$ cat src/rtl/tsw_pkg.sv
package tsw_pkg;
  localparam int NPORT    = 5;
  localparam int SELW     = 3;
  localparam int FIELDS_W = NPORT * SELW;

  typedef enum logic [SELW-1:0] {
    SEL_IDLE = 3'd0,
    SEL_N    = 3'd1,
    SEL_E    = 3'd2,
    SEL_S    = 3'd3,
    SEL_W    = 3'd4,
    SEL_P    = 3'd5
  } sel_e;
endpackage

$ cat src/rtl/tsw_fifo.sv
module tsw_fifo #(
  parameter int W     = 32,
  parameter int DEPTH = 4
) (
  input  logic         clk_i,
  input  logic         rst_ni,
  input  logic         push_i,
  input  logic [W-1:0] data_i,
  input  logic         pop_i,
  output logic [W-1:0] data_o,
  output logic         empty_o,
  output logic         full_o
);
  localparam int PW = (DEPTH > 1) ? $clog2(DEPTH) : 1;
  localparam int CW = $clog2(DEPTH + 1);

  logic [W-1:0]  mem_q [DEPTH];
  logic [PW-1:0] rd_q, wr_q;
  logic [CW-1:0] cnt_q;
  logic          do_push, do_pop;

  function automatic logic [PW-1:0] step(input logic [PW-1:0] p);
    return (p == PW'(DEPTH - 1)) ? '0 : p + 1'b1;
  endfunction

  assign empty_o = (cnt_q == '0);
  assign full_o  = (cnt_q == CW'(DEPTH));
  assign do_push = push_i & ~full_o;
  assign do_pop  = pop_i & ~empty_o;
  assign data_o  = mem_q[rd_q];

  always_ff @(posedge clk_i or negedge rst_ni) begin
    if (!rst_ni) begin
      rd_q  <= '0;
      wr_q  <= '0;
      cnt_q <= '0;
    end else begin
      if (do_push) wr_q <= step(wr_q);
      if (do_pop)  rd_q <= step(rd_q);
      cnt_q <= cnt_q + CW'(do_push) - CW'(do_pop);
    end
  end

  always_ff @(posedge clk_i) begin
    if (do_push) mem_q[wr_q] <= data_i;
  end
endmodule

$ cat src/rtl/tsw_imem.sv
module tsw_imem #(
  parameter int IW = 20,
  parameter int AW = 4
) (
  input  logic          clk_i,
  input  logic          we_i,
  input  logic [AW-1:0] waddr_i,
  input  logic [IW-1:0] wdata_i,
  input  logic [AW-1:0] raddr_i,
  output logic [IW-1:0] rdata_o
);
  localparam int DEPTH = 1 << AW;

  logic [IW-1:0] mem_q [DEPTH];

  always_ff @(posedge clk_i) begin
    if (we_i) mem_q[waddr_i] <= wdata_i;
  end

  assign rdata_o = mem_q[raddr_i];
endmodule

$ cat src/rtl/tsw_seq.sv
module tsw_seq
  import tsw_pkg::*;
#(
  parameter int AW = 4,
  parameter int IW = FIELDS_W + 1 + AW
) (
  input  logic                       clk_i,
  input  logic                       rst_ni,
  input  logic [IW-1:0]              instr_i,
  input  logic [NPORT-1:0]           src_avail_i,
  input  logic [NPORT-1:0]           dst_space_i,
  output logic [AW-1:0]              pc_o,
  output logic                       running_o,
  output logic [NPORT-1:0]           push_o,
  output logic [NPORT-1:0]           pop_o,
  output logic [NPORT-1:0][SELW-1:0] src_sel_o,
  output logic                       err_o
);
  logic [AW-1:0]    pc_q;
  logic             run_q, err_q;
  logic [NPORT-1:0] used, src_mask;
  logic             dup, bad, ready, fault, fire, advance;
  logic             br;
  logic [AW-1:0]    tgt;

  assign br  = instr_i[FIELDS_W];
  assign tgt = instr_i[FIELDS_W+1 +: AW];

  always_comb begin
    used      = '0;
    src_mask  = '0;
    dup       = 1'b0;
    bad       = 1'b0;
    ready     = 1'b1;
    src_sel_o = '0;
    for (int k = 0; k < NPORT; k++) begin
      logic [SELW-1:0] code;
      code = instr_i[k*SELW +: SELW];
      if (code != SEL_IDLE) begin
        used[k] = 1'b1;
        if (code > SEL_P) begin
          bad = 1'b1;
        end else begin
          src_sel_o[k] = code - 1'b1;
          if (src_mask[code - 1'b1]) dup = 1'b1;
          src_mask[code - 1'b1] = 1'b1;
          if (!src_avail_i[code - 1'b1] || !dst_space_i[k]) ready = 1'b0;
        end
      end
    end
  end

  assign fault   = run_q & (dup | bad);
  assign fire    = run_q & ~(dup | bad) & ready;
  assign advance = fault | fire;
  assign push_o  = fire ? used : '0;
  assign pop_o   = fire ? src_mask : '0;

  always_ff @(posedge clk_i or negedge rst_ni) begin
    if (!rst_ni) begin
      pc_q  <= '0;
      run_q <= 1'b0;
      err_q <= 1'b0;
    end else begin
      run_q <= 1'b1;
      err_q <= fault;
      if (advance) pc_q <= br ? tgt : pc_q + 1'b1;
    end
  end

  assign pc_o      = pc_q;
  assign running_o = run_q;
  assign err_o     = err_q;
endmodule

$ cat src/rtl/tile_route_switch.sv
module tile_route_switch
  import tsw_pkg::*;
#(
  parameter int W      = 32,
  parameter int AW     = 4,
  parameter int FDEPTH = 4
) (
  input  logic                  clk_i,
  input  logic                  rst_ni,
  input  logic                  prog_we_i,
  input  logic [AW-1:0]         prog_addr_i,
  input  logic [FIELDS_W+AW:0]  prog_data_i,
  input  logic [NPORT-1:0]      in_valid_i,
  input  logic [NPORT*W-1:0]    in_data_i,
  output logic [NPORT-1:0]      in_ready_o,
  output logic [NPORT-1:0]      out_valid_o,
  output logic [NPORT*W-1:0]    out_data_o,
  input  logic [NPORT-1:0]      out_ready_i,
  output logic                  err_o
);
  localparam int IW = FIELDS_W + 1 + AW;

  logic [NPORT-1:0]           in_empty, in_full, out_empty, out_full;
  logic [NPORT-1:0]           xb_push, xb_pop;
  logic [NPORT-1:0][SELW-1:0] xb_sel;
  logic [W-1:0]               in_head  [NPORT];
  logic [W-1:0]               out_head [NPORT];
  logic [W-1:0]               xb_data  [NPORT];
  logic [AW-1:0]              pc;
  logic [IW-1:0]              instr;
  logic                       seq_running;

  tsw_imem #(.IW(IW), .AW(AW)) u_imem (
    .clk_i   (clk_i),
    .we_i    (prog_we_i & ~seq_running),
    .waddr_i (prog_addr_i),
    .wdata_i (prog_data_i),
    .raddr_i (pc),
    .rdata_o (instr)
  );

  tsw_seq #(.AW(AW), .IW(IW)) u_seq (
    .clk_i       (clk_i),
    .rst_ni      (rst_ni),
    .instr_i     (instr),
    .src_avail_i (~in_empty),
    .dst_space_i (~out_full),
    .pc_o        (pc),
    .running_o   (seq_running),
    .push_o      (xb_push),
    .pop_o       (xb_pop),
    .src_sel_o   (xb_sel),
    .err_o       (err_o)
  );

  for (genvar p = 0; p < NPORT; p++) begin : g_port
    tsw_fifo #(.W(W), .DEPTH(FDEPTH)) u_in (
      .clk_i   (clk_i),
      .rst_ni  (rst_ni),
      .push_i  (in_valid_i[p]),
      .data_i  (in_data_i[p*W +: W]),
      .pop_i   (xb_pop[p]),
      .data_o  (in_head[p]),
      .empty_o (in_empty[p]),
      .full_o  (in_full[p])
    );

    assign xb_data[p] = in_head[xb_sel[p]];

    tsw_fifo #(.W(W), .DEPTH(FDEPTH)) u_out (
      .clk_i   (clk_i),
      .rst_ni  (rst_ni),
      .push_i  (xb_push[p]),
      .data_i  (xb_data[p]),
      .pop_i   (out_ready_i[p]),
      .data_o  (out_head[p]),
      .empty_o (out_empty[p]),
      .full_o  (out_full[p])
    );

    assign in_ready_o[p]         = ~in_full[p];
    assign out_valid_o[p]        = ~out_empty[p];
    assign out_data_o[p*W +: W]  = out_head[p];
  end
endmodule

$ cat config.mk
export PLATFORM = sky130hd
export DESIGN_NAME = tile_route_switch
export DESIGN_NICKNAME = d
export VERILOG_FILES = /design/src/rtl/tsw_pkg.sv /design/src/rtl/tsw_fifo.sv /design/src/rtl/tsw_imem.sv /design/src/rtl/tsw_seq.sv /design/src/rtl/tile_route_switch.sv
export SDC_FILE = /design/constraint.sdc
export NUM_CORES = 2
export LEC_CHECK = 0
export BUFFER_PORTS_ARGS = -buffer_cell sky130_fd_sc_hd__buf_4
export CORE_ASPECT_RATIO = 1.5
export CORE_UTILIZATION = 26
export CTS_CLUSTER_DIAMETER = 30
export DETAILED_ROUTE_END_ITERATION = 8
export GPL_ROUTABILITY_DRIVEN = 1
export PLACE_DENSITY = 0.52
export SYNTH_ARGS = -nofsm -noshare
export SYNTH_HDL_FRONTEND = slang
export SYNTH_HIERARCHICAL = 1
export SYNTH_SLANG_ARGS = --single-unit
$ cat constraint.sdc
create_clock -name clk_i -period 8.95 [get_ports clk_i]
set_input_delay 0.4475 -clock clk_i [delete_from_list [all_inputs] [get_ports clk_i]]
set_output_delay 0.4475 -clock clk_i [all_outputs]
set_load 0.05 [all_outputs]
==> flow_summary.toml <==
[setup_path]
cp.depth = 22
crit_end = "g_port[1].u_out/cnt_q[2]$_DFF_PN0_"
worstReg2RegEnd = "g_port[1].u_out/cnt_q[2]$_DFF_PN0_"
crit_path_start_kind = "flop"
cp.required_ps = 9700
cp_cell_sequence = "buf_4 -> mux4_1 -> a22oi_1 -> nand2_1 -> inv_1 -> ha_1 -> nor3_1 -> a31oi_1 -> nor2_1 -> a221oi_1 -> o311a_1 -> a21oi_2 -> or4_4 -> nor2_2 -> nor2b_2 -> inv_1 -> ha_1 -> inv_1 -> ha_1 -> fa_1 -> xnor2_1 -> xnor2_1"
reg2reg_depth = 22
worstSetupEndpointType = "flop"
worstReg2RegStart = "u_seq/pc_o[0]$_DFFE_PN0P_"
slowest_delay_ps = 1000
crit_arrival_ps = 7990
cp_max_fo = 44
critPathKind = "reg2reg"
crit_buf_inv = 4
r2r_slack_ps = 1710
cp_slowest_cell = "dfrtp_4"
crit_start = "u_seq/pc_o[0]$_DFFE_PN0P_"
crit_family = "simple AND/OR/NAND/NOR gates"

[logic_synthesis]
ys_seq_elements = 1676
yosysWarnings = 6
synth_nets = 3909
syn_inst = 3616
synthFlopType = "edfxtp_1"
syn_area_sq_um = 71400
synth_edf_count = 1600
synth_area_per_cell_sq_um = 19.7
yosysUniqueCellTypes = 79
async_flop_share = 0.0453
synth.yosys.seq_area_share = 0.700

[floorplanning]
die_w_um = 430
die_area_sq_um = 277000
io-pin-count = 368
rows = 235
initial_utilization = 0.261
core_sq_um = 273000
fp.dieH_um = 644

[global_route]
grt_pass1_wl_um = 314000
grt_max_degree = 67
gr-total-overflow = 0
grt_usage = 0.162
grt_pass1_vias = 40122
antenna_found_initial = 108

[drt]
drtIter0Drc = 3255
via_per_inst = 4.79
wirelength_um = 230000
ant_nets = 0
wl_per_cell_um = 28.3
vias = 38958
firstDrtPassIters = 5
drcViolationCount = 0

[final_layout]
drive_above_1_share = 0.311
fillers = 26135
multi_input_comb_area_sq_um = 19600
area_delta_synth_final_pct = 24.7
nets = 4626
seq_area_sq_um = 50000

[placed_design]
port_buffers = 367
gp_congestion = 0.896
dpl.hpwl_um = 162000

[status]
outcome = "finished, final reports clean"

[clock_tree]
clk_latency_ps = 880
post_cts_resized = 0
clock-sinks = 1676
clockBufferDepth = 4
root_buffer = "clkbuf_16"
clk_pin_slew_ps = 50
cts_tree = "yes"
post-cts-setup-buffers = 0
htreeDepth = 5
cts_hold_buf = 186
cts_made_buffers = 286

[sta]
period_share = 0.809
min_period_ps = 7240
hold_viol = 0
rsz0062_at_grt = "no"
drv_slew = 0
hold_slack_ps = 52.9
max_slew_margin = 0.172
setup-tns-final_ps = 0
fmax_mhz = 138
fin_skew_ps = 78.2
worst_pin_slew_ps = 1240
setup_violations = 0

[job]
maxCapViolations = 0

[hold_path]
hold_class = "in2reg"
==> state kept, by name, summed over array words and instances, names as in the netlist <==
register / flops
u_seq/err_o: 1
u_seq/running_o: 1
g_port.u_in/rd_q: 10
g_port.u_in/wr_q: 10
g_port.u_in/mem_q: 640
u_seq/pc_o: 4
g_port.u_out/mem_q: 640
g_port.u_out/wr_q: 10
g_port.u_out/rd_q: 10
g_port.u_out/cnt_q: 15
g_port.u_in/cnt_q: 15
u_imem/mem_q: 320
==> synthesized netlist by cell type (14+ instances only) <==
master       n  area (sq um)
nand2_1     54           203
buf_6       22           248
and2_1      41           257
o21ai_0     18          90.1
buf_2       80           400
nand2b_1    28           175
o22ai_1    135           845
buf_12      30           601
inv_1      107           402
mux2i_1    293          2930
mux2_4      27           405
buf_4       20           150
xnor2_1     23           201
edfxtp_1  1600         48000
clkbuf_1    55           206
a21oi_1     14          70.1
mux4_1      56          1470
dfrtp_1     76          1900
nor3_1      26           130
ha_1        86          1080
mux4_2     346          7790
a21o_1     117           878
a221o_1     31           310
mux2_2      37           417
a22oi_1     42           315
nor2_1      88           330
==> worst min path at each step <==
stage / start / cells after the start / end / slack [ps]
2_1_floorplan: rst_ni / 0 / g_port[0].u_in/cnt_q[0]$_DFF_PN0_ / 150
3_3_place_gp: rst_ni / 1 / g_port[1].u_out/cnt_q[0]$_DFF_PN0_ / 520
3_5_place_dp: rst_ni / 1 / g_port[1].u_out/cnt_q[2]$_DFF_PN0_ / 530
4_1_cts: out_ready_i[1] / 3 / g_port[1].u_out/rd_q[0]$_DFFE_PN0P_ / 20
5_1_grt: out_ready_i[1] / 3 / g_port[1].u_out/rd_q[0]$_DFFE_PN0P_ / 50
6_report: out_ready_i[1] / 3 / g_port[1].u_out/rd_q[0]$_DFFE_PN0P_ / 50
==> metrics by stage <==
step	utilization	setup WS, ps	instances	instance area [sq um]
global route	0.326	1260	8118	89000
detailed placement	0.285	1720	7414	77800
floorplan	-	3370	3616	71400
global placement	0.285	1800	7414	77800
CTS	0.326	1640	8110	88900
finish	0.326	1710	8130	89000
==> routing by layer <==
layer  share of wire  GRT usage  vias to the layer above
met4           0.063     0.0927                       64
li1                -          -                    16411
met1            0.37      0.183                    20482
met3           0.061     0.0367                      557
met2            0.50      0.280                     1444
met5          0.0018          0                        -
==> worst reg2reg max path, cell delays in order (launching register included) <==
cell and delay [ps]:
dfrtp_4 1000, buf_4 420, mux4_1 590, a22oi_1 200
nand2_1 310, inv_1 260, ha_1 290, nor3_1 100
a31oi_1 250, nor2_1 90, a221oi_1 500, o311a_1 250
a21oi_2 90, or4_4 740, nor2_2 380, nor2b_2 340
inv_1 70, ha_1 280, inv_1 40, ha_1 190
fa_1 400, xnor2_1 170, xnor2_1 140
==> final cells by class <==
class	instances	area share
multi-input combinational	1622	0.220
antenna	20	0.000562
clock buffer	324	0.0824
clock inverter	186	0.0216
timing repair buffer	640	0.0592
sequential	1676	0.561
tap	3555	0.0500
inverter	107	0.00451
==> cells in the final DEF (no fill, tap or decap), types with 21 or more instances in the layout <==
cell,instances
a21o_1,117
a221o_1,31
a22oi_1,42
and2_1,29
buf_4,454
bufinv_16,23
clkbuf_1,35
clkbuf_16,286
clkinv_1,34
clkinv_2,48
clkinvlp_4,29
dfrtp_1,61
dlygate4sd3_1,186
edfxtp_1,1600
ha_1,86
inv_1,107
inv_6,22
mux2_2,37
mux2_4,27
mux2i_1,293
mux4_1,56
mux4_2,346
nand2_1,54
nand2b_1,23
nor2_1,72
nor3_1,21
o22ai_1,135
xnor2_1,23
==> cells by family (layout without fill, tap and decap cells) <==
group / after synthesis / after routing / share of synthesized area
AOI/OAI and AO/OA: 409 / 409 / 0.0411
adders and majority gates: 96 / 96 / 0.0179
and+or+nand+nor: 330 / 330 / 0.0265
buffers and inverters: 318 / 1257 / 0.0286
muxes: 760 / 760 / 0.183
xor gates and xnor gates: 26 / 26 / 0.00330
DFF: 1676 / 1676 / 0.700
other: 1 / 21 / 0.0000525
Power is not shown: default switching activity piles up to over one toggle a cycle in this logic, so the estimate is an artifact.
